==> src/rtl/intc_pkg.sv <==
package intc_pkg;
  localparam int unsigned PEND_OFS = 'h070;
  localparam int unsigned ENAB_OFS = 'h074;

  typedef enum logic [1:0] {
    SEL_NONE = 2'd0,
    SEL_PEND = 2'd1,
    SEL_ENAB = 2'd2
  } reg_sel_e;
endpackage

==> src/rtl/intc_rst_sync.sv <==
module intc_rst_sync #(
  parameter int unsigned STAGES = 2
) (
  input  logic clk,
  input  logic rst_n,
  output logic rst_sync_n
);
  logic [STAGES-1:0] chain_q;
  logic [STAGES-1:0] chain_d;

  always_comb begin
    chain_d = {chain_q[STAGES-2:0], 1'b1};
  end

  always_ff @(posedge clk or negedge rst_n) begin
    if (!rst_n) chain_q <= '0;
    else        chain_q <= chain_d;
  end

  assign rst_sync_n = chain_q[STAGES-1];
endmodule

==> src/rtl/intc_decode.sv <==
module intc_decode
  import intc_pkg::*;
#(
  parameter int unsigned ADDR_W = 12,
  parameter int unsigned DATA_W = 32,
  parameter int unsigned N_SRC  = 16
) (
  input  logic [ADDR_W-1:0] addr_i,
  input  logic              wr_i,
  input  logic [N_SRC-1:0]  pend_i,
  input  logic [N_SRC-1:0]  enab_i,
  output logic              wr_pend_o,
  output logic              wr_enab_o,
  output logic [DATA_W-1:0] rdata_o
);
  localparam int unsigned PAD_W = DATA_W - N_SRC;

  reg_sel_e sel;

  always_comb begin
    if (addr_i == ADDR_W'(PEND_OFS))      sel = SEL_PEND;
    else if (addr_i == ADDR_W'(ENAB_OFS)) sel = SEL_ENAB;
    else                                  sel = SEL_NONE;
  end

  always_comb begin
    wr_pend_o = wr_i && (sel == SEL_PEND);
    wr_enab_o = wr_i && (sel == SEL_ENAB);
  end

  always_comb begin
    unique case (sel)
      SEL_PEND: rdata_o = {{PAD_W{1'b0}}, pend_i};
      SEL_ENAB: rdata_o = {{PAD_W{1'b0}}, enab_i};
      default:  rdata_o = '0;
    endcase
  end
endmodule

==> src/rtl/intc_pend_bank.sv <==
module intc_pend_bank #(
  parameter int unsigned N_SRC = 16
) (
  input  logic             clk,
  input  logic             rst_n,
  input  logic             ack_wr_i,
  input  logic [N_SRC-1:0] ack_data_i,
  input  logic [N_SRC-1:0] src_i,
  output logic [N_SRC-1:0] pend_o
);
  for (genvar i = 0; i < N_SRC; i++) begin : g_bit
    logic bit_q;
    logic bit_d;
    logic bit_en;

    always_comb begin
      bit_en = ack_wr_i | src_i[i];
      bit_d  = (ack_wr_i ? (bit_q & ack_data_i[i]) : bit_q) | src_i[i];
    end

    always_ff @(posedge clk or negedge rst_n) begin
      if (!rst_n)      bit_q <= 1'b0;
      else if (bit_en) bit_q <= bit_d;
    end

    assign pend_o[i] = bit_q;

    // a request pulse leaves its bit set
    a_r2_src_sets: assert property (@(posedge clk) disable iff (!rst_n)
      src_i[i] |=> bit_q);
    // a clear bit never sets itself without a request
    a_r3_no_self_set: assert property (@(posedge clk) disable iff (!rst_n)
      (!bit_q && !src_i[i]) |=> !bit_q);
    // a written zero acknowledges the bit
    a_r3_ack_clears: assert property (@(posedge clk) disable iff (!rst_n)
      (ack_wr_i && !ack_data_i[i] && !src_i[i]) |=> !bit_q);
    // set beats clear on a collision
    a_r4_set_wins: assert property (@(posedge clk) disable iff (!rst_n)
      (ack_wr_i && !ack_data_i[i] && src_i[i]) |=> bit_q);
  end
endmodule

==> src/rtl/intc_enab_reg.sv <==
module intc_enab_reg #(
  parameter int unsigned N_SRC = 16
) (
  input  logic             clk,
  input  logic             rst_n,
  input  logic             wr_i,
  input  logic [N_SRC-1:0] wdata_i,
  output logic [N_SRC-1:0] enab_o
);
  logic [N_SRC-1:0] enab_q;
  logic [N_SRC-1:0] enab_d;

  always_comb begin
    enab_d = wdata_i;
  end

  always_ff @(posedge clk or negedge rst_n) begin
    if (!rst_n)    enab_q <= '0;
    else if (wr_i) enab_q <= enab_d;
  end

  assign enab_o = enab_q;

  a_r5_enab_load: assert property (@(posedge clk) disable iff (!rst_n)
    wr_i |=> (enab_o == $past(wdata_i)));
  a_r5_enab_hold: assert property (@(posedge clk) disable iff (!rst_n)
    !wr_i |=> $stable(enab_o));
endmodule

==> src/rtl/intc_irq_gen.sv <==
module intc_irq_gen #(
  parameter int unsigned N_SRC = 16
) (
  input  logic             clk,
  input  logic             rst_n,
  input  logic [N_SRC-1:0] pend_i,
  input  logic [N_SRC-1:0] enab_i,
  output logic             irq_o
);
  logic irq_q;
  logic irq_d;

  always_comb begin
    irq_d = |(pend_i & enab_i);
  end

  always_ff @(posedge clk or negedge rst_n) begin
    if (!rst_n) irq_q <= 1'b0;
    else        irq_q <= irq_d;
  end

  assign irq_o = irq_q;

  a_r6_irq_follows: assert property (@(posedge clk) disable iff (!rst_n)
    1'b1 |=> (irq_o == $past(|(pend_i & enab_i))));
  a_r6_no_irq_unmasked: assert property (@(posedge clk) disable iff (!rst_n)
    (enab_i == '0) |=> !irq_o);
endmodule

==> src/rtl/intc_pend_mask.sv <==
module intc_pend_mask #(
  parameter int unsigned ADDR_W = 12,
  parameter int unsigned DATA_W = 32,
  parameter int unsigned N_SRC  = 16
) (
  input  logic              clk,
  input  logic              rst_n,
  input  logic [ADDR_W-1:0] bus_addr,
  input  logic              bus_wr,
  input  logic [DATA_W-1:0] bus_wdata,
  output logic [DATA_W-1:0] bus_rdata,
  input  logic [N_SRC-1:0]  src_req,
  output logic              cpu_irq
);
  logic             rst_sync_n;
  logic             wr_pend;
  logic             wr_enab;
  logic [N_SRC-1:0] pend;
  logic [N_SRC-1:0] enab;
  logic             unused_wdata_hi;

  assign unused_wdata_hi = ^bus_wdata[DATA_W-1:N_SRC];

  intc_rst_sync #(.STAGES(2)) u_rst (
    .clk        (clk),
    .rst_n      (rst_n),
    .rst_sync_n (rst_sync_n)
  );

  intc_decode #(.ADDR_W(ADDR_W), .DATA_W(DATA_W), .N_SRC(N_SRC)) u_dec (
    .addr_i    (bus_addr),
    .wr_i      (bus_wr),
    .pend_i    (pend),
    .enab_i    (enab),
    .wr_pend_o (wr_pend),
    .wr_enab_o (wr_enab),
    .rdata_o   (bus_rdata)
  );

  intc_pend_bank #(.N_SRC(N_SRC)) u_pend (
    .clk        (clk),
    .rst_n      (rst_sync_n),
    .ack_wr_i   (wr_pend),
    .ack_data_i (bus_wdata[N_SRC-1:0]),
    .src_i      (src_req),
    .pend_o     (pend)
  );

  intc_enab_reg #(.N_SRC(N_SRC)) u_enab (
    .clk     (clk),
    .rst_n   (rst_sync_n),
    .wr_i    (wr_enab),
    .wdata_i (bus_wdata[N_SRC-1:0]),
    .enab_o  (enab)
  );

  intc_irq_gen #(.N_SRC(N_SRC)) u_irq (
    .clk    (clk),
    .rst_n  (rst_sync_n),
    .pend_i (pend),
    .enab_i (enab),
    .irq_o  (cpu_irq)
  );

  // a write elsewhere touches neither register
  a_r8_stray_write: assert property (@(posedge clk) disable iff (!rst_sync_n)
    (!wr_pend && !wr_enab && src_req == '0) |=> ($stable(pend) && $stable(enab)));
endmodule

==> config.mk <==
export PLATFORM = sky130hd
export DESIGN_NAME = intc_pend_mask
export DESIGN_NICKNAME = d
export VERILOG_FILES = /design/src/rtl/intc_pkg.sv /design/src/rtl/intc_rst_sync.sv /design/src/rtl/intc_decode.sv /design/src/rtl/intc_pend_bank.sv /design/src/rtl/intc_enab_reg.sv /design/src/rtl/intc_irq_gen.sv /design/src/rtl/intc_pend_mask.sv
export SDC_FILE = /design/constraint.sdc
export NUM_CORES = 1
export LEC_CHECK = 0
export ABC_AREA = 0
export BUFFER_PORTS_ARGS = -buffer_cell sky130_fd_sc_hd__buf_4
export CELL_PAD_IN_SITES_DETAIL_PLACEMENT = 1
export CELL_PAD_IN_SITES_GLOBAL_PLACEMENT = 2
export CORE_MARGIN = 4
export CORE_UTILIZATION = 28
export CTS_CLUSTER_SIZE = 8
export DETAILED_ROUTE_END_ITERATION = 6
export PLACE_DENSITY_LB_ADDON = 0.1
export SLEW_MARGIN = 20
export SYNTH_ARGS = -nofsm -noshare
export SYNTH_HDL_FRONTEND = slang
export SYNTH_SLANG_ARGS = --single-unit
==> constraint.sdc <==
create_clock -name clk -period 2.4 [get_ports clk]
set_input_delay 0.48 -clock clk [delete_from_list [all_inputs] [get_ports clk]]
set_output_delay 0.48 -clock clk [all_outputs]
set_load 0.005 [all_outputs]
==> flow_metrics.py <==
metrics = {
    "cts": {
        "cts_max_path_buffers": 2,
        "cts_root_buffer": "clkbuf_8",
        "cts_tree": "yes",
        "htreeDepth": 2,
        "cts_buffers": 5,
        "clock_sink_count": 35,
        "cts_resized": 0,
        "clock_latency_ns": 0.28,
        "path_clk_slew_ns": 0.07,
        "cts_setup_buffers": 0,
    },
    "synthesis": {
        "ys_types": 23,
        "synth.cell_area_sq_um": 1877,
        "ys_seq_area_share_pct": 46.67,
        "synth-seq-cells": 35,
        "postSynthCellCount": 174,
        "ys_warn_count": 0,
        "synth_area_per_cell_sq_um": 10.79,
    },
    "outcome": {
        "outcome": "finished, final reports clean",
    },
    "critical_path": {
        "cp-end-kind": "primary output",
        "crit_required_ns": 1.92,
        "crit_type": "in2out",
        "start_kind": "input port",
        "worstPathArrival_ns": 1.58,
        "crit_path_max_fanout": 8,
    },
    "finish": {
        "syn2layout_area_growth_pct": 32.13,
        "multiInputGateArea_sq_um": 890.9,
        "fill_cells": 739,
        "drive_above_1_share_pct": 39.83,
        "layout.nets": 303,
        "num_antenna_cells": 0,
        "register_area_sq_um": 875.8,
        "fin_util_pct": 38.61,
    },
    "job": {
        "maxCapViolations": 0,
    },
    "grt": {
        "grt_pass1_vias": 1720,
        "grt_antenna_before_repair": 0,
        "grt_usage_pct": 13.54,
        "gr-total-overflow": 0,
        "grt_pass1_wl_mm": 8.776,
        "grt_max_degree": 34,
    },
    "floorplan": {
        "placementRows": 29,
        "fp.dieW_um": 89.87,
        "die_h_um": 89.87,
        "coreArea_sq_um": 6422,
        "start_util_pct": 29.22,
        "pin_count": 96,
        "dieArea_sq_um": 8077,
    },
    "drt": {
        "via_per_inst": 4.777,
        "ant_nets": 0,
        "first_iter_violations": 70,
        "wl_per_cell_um": 16.64,
        "vias": 1519,
        "drt_pass1_iterations": 4,
        "drc_errors": 0,
        "wl_mm": 5.290,
    },
    "pwr": {
        "ir_drop_mv": 0.2040,
        "leakage_nw": 1.223,
        "pwr_density_cell_nw_per_um2": 485.6,
    },
    "sta": {
        "timing.fmax_mhz": 484.4,
        "timing.final.ws_setup_ns": 0.3356,
        "final.min_clock_period_ns": 2.064,
        "min_period_over_period_pct": 86.02,
        "rsz0062_at_grt": "no",
        "hold_violations": 0,
        "tns_ns": 0,
        "skew_ns": 0.004724,
        "setup_viol": 0,
        "drv_slew": 0,
    },
    "place": {
        "place_ws_ns": 0.3270,
        "place_congestion": 0.7274,
        "io_buffer_count": 63,
        "dpl.hpwl_mm": 3.902,
    },
    "worst_hold_path": {
        "hold_path.class": "reg2async",
    },
}
-- kinds of logic after synthesis --
group | count (synthesis) | synth area share, %
buffers and inverters | 24 | 8.866
AO/OA/AOI/OAI | 24 | 9.066
AND/OR/NAND/NOR | 57 | 14.87
other | 2 | 0.4001
multiplexers | 32 | 20.13
flip-flops | 35 | 46.67
-- path summary, 6_finish.rpt --
path,cells past startpoint,startpoint,end,slack [ns]
worst max register to register,3,u_pend.g_bit[8].bit_q$_DFFE_PN0P_,u_irq.irq_o$_DFF_PN0_,1.18
worst min register to register,1,u_rst.chain_q[1]$_DFF_PN0_,u_enab.enab_o[13]$_DFFE_PN0P_,0.28
min in group clk,0,u_rst.chain_q[0]$_DFF_PN0_,u_rst.chain_q[1]$_DFF_PN0_,0.36
max in group asynchronous,1,u_rst.chain_q[1]$_DFF_PN0_,u_pend.g_bit[6].bit_q$_DFFE_PN0P_,1.81
worst max-delay path,6,bus_addr[1],bus_rdata[2],0.34
worst min-delay path,1,u_rst.chain_q[1]$_DFF_PN0_,u_enab.enab_o[13]$_DFFE_PN0P_,0.28
-- synth_stat cells (all sizes together) --
master	number	area [sq um]
and2	1	6.260
mux2i	16	160.2
a221oi	4	35.03
nor2	48	180.2
mux2	16	217.7
and4bb	1	12.51
nor3	1	10.01
a31oi	16	100.1
dfrtp	35	875.8
conb	2	7.510
nor4b	1	23.77
nand3	1	5.000
and3	1	7.510
a22o	4	35.03
buf	21	155.1
nand4	2	27.53
clkbuf	3	11.26
nor2b	1	6.260
-- power by group --
group / switching [mW] / internal, mW
registers: 0.00206 / 0.594
clock network: 0.211 / 0.261
logic: 0.0643 / 0.0722
-- state kept, by name (all words and copies together), names as in the netlist --
name	flops
u_irq.irq_o	1
u_enab.enab_o	16
u_pend.g_bit.bit_q	16
u_rst.chain_q	2
-- timing repair --
item / CTS / global route
hold buffers: 1 / 0
endpoints found under the hold margin: 2 / 0
endpoints found under the setup margin: 0 / 0
-- area by class of cell --
cell class,count,area share (%)
Clock buffer,7,3.885
Sequential cell,35,35.32
Multi-Input combinational cell,130,35.92
Clock inverter,1,0.3027
Timing Repair Buffer,68,20.69
Tap cell,77,3.885
-- metrics by stage --
| step | hold slack (ns) | instances | area (sq um) | power [mW] |
|---|---|---|---|---|
| after global routing | 0.3344 | 318 | 2480 | 1.270 |
| final | 0.2810 | 318 | 2480 | 1.204 |
| after floorplan | 0.1844 | 189 | 1933 | 0.6783 |
| after detailed placement | 0.2641 | 309 | 2366 | 0.7432 |
| after global placement | 0.2628 | 309 | 2366 | 0.7400 |
| after CTS | 0.3024 | 318 | 2480 | 1.231 |
-- worst max-delay path, stage by stage --
cell,delay [ns]
buf_4,0.12
nor4b_4,0.36
nand3_1,0.14
buf_4,0.20
nor2_1,0.15
buf_4,0.13
-- per-layer routing --
metal  part of all wire [%]  track usage, %
met5                      0               0
met4                    1.4           3.444
met3                    4.9           3.673
met2                     51           24.75
met1                     43           15.61
-- placed cells by master (no fill, tap or decap) --
cell            n
nor2b_1         1
nand4_4         1
and4bb_2        1
clkinvlp_4      1
nand3_1         1
and2_1          1
nor4b_4         1
a22o_1          4
mux2i_1        16
dlygate4sd3_1   1
nor3_2          1
conb_1         17
clkbuf_8        7
mux2_2          6
and3_2          1
nand4_1         1
mux2_4         10
a221oi_1        4
a31oi_1        16
buf_4          67
nor2_1         48
dfrtp_1        35
Note: power is estimated with default switching activity, not from simulation.
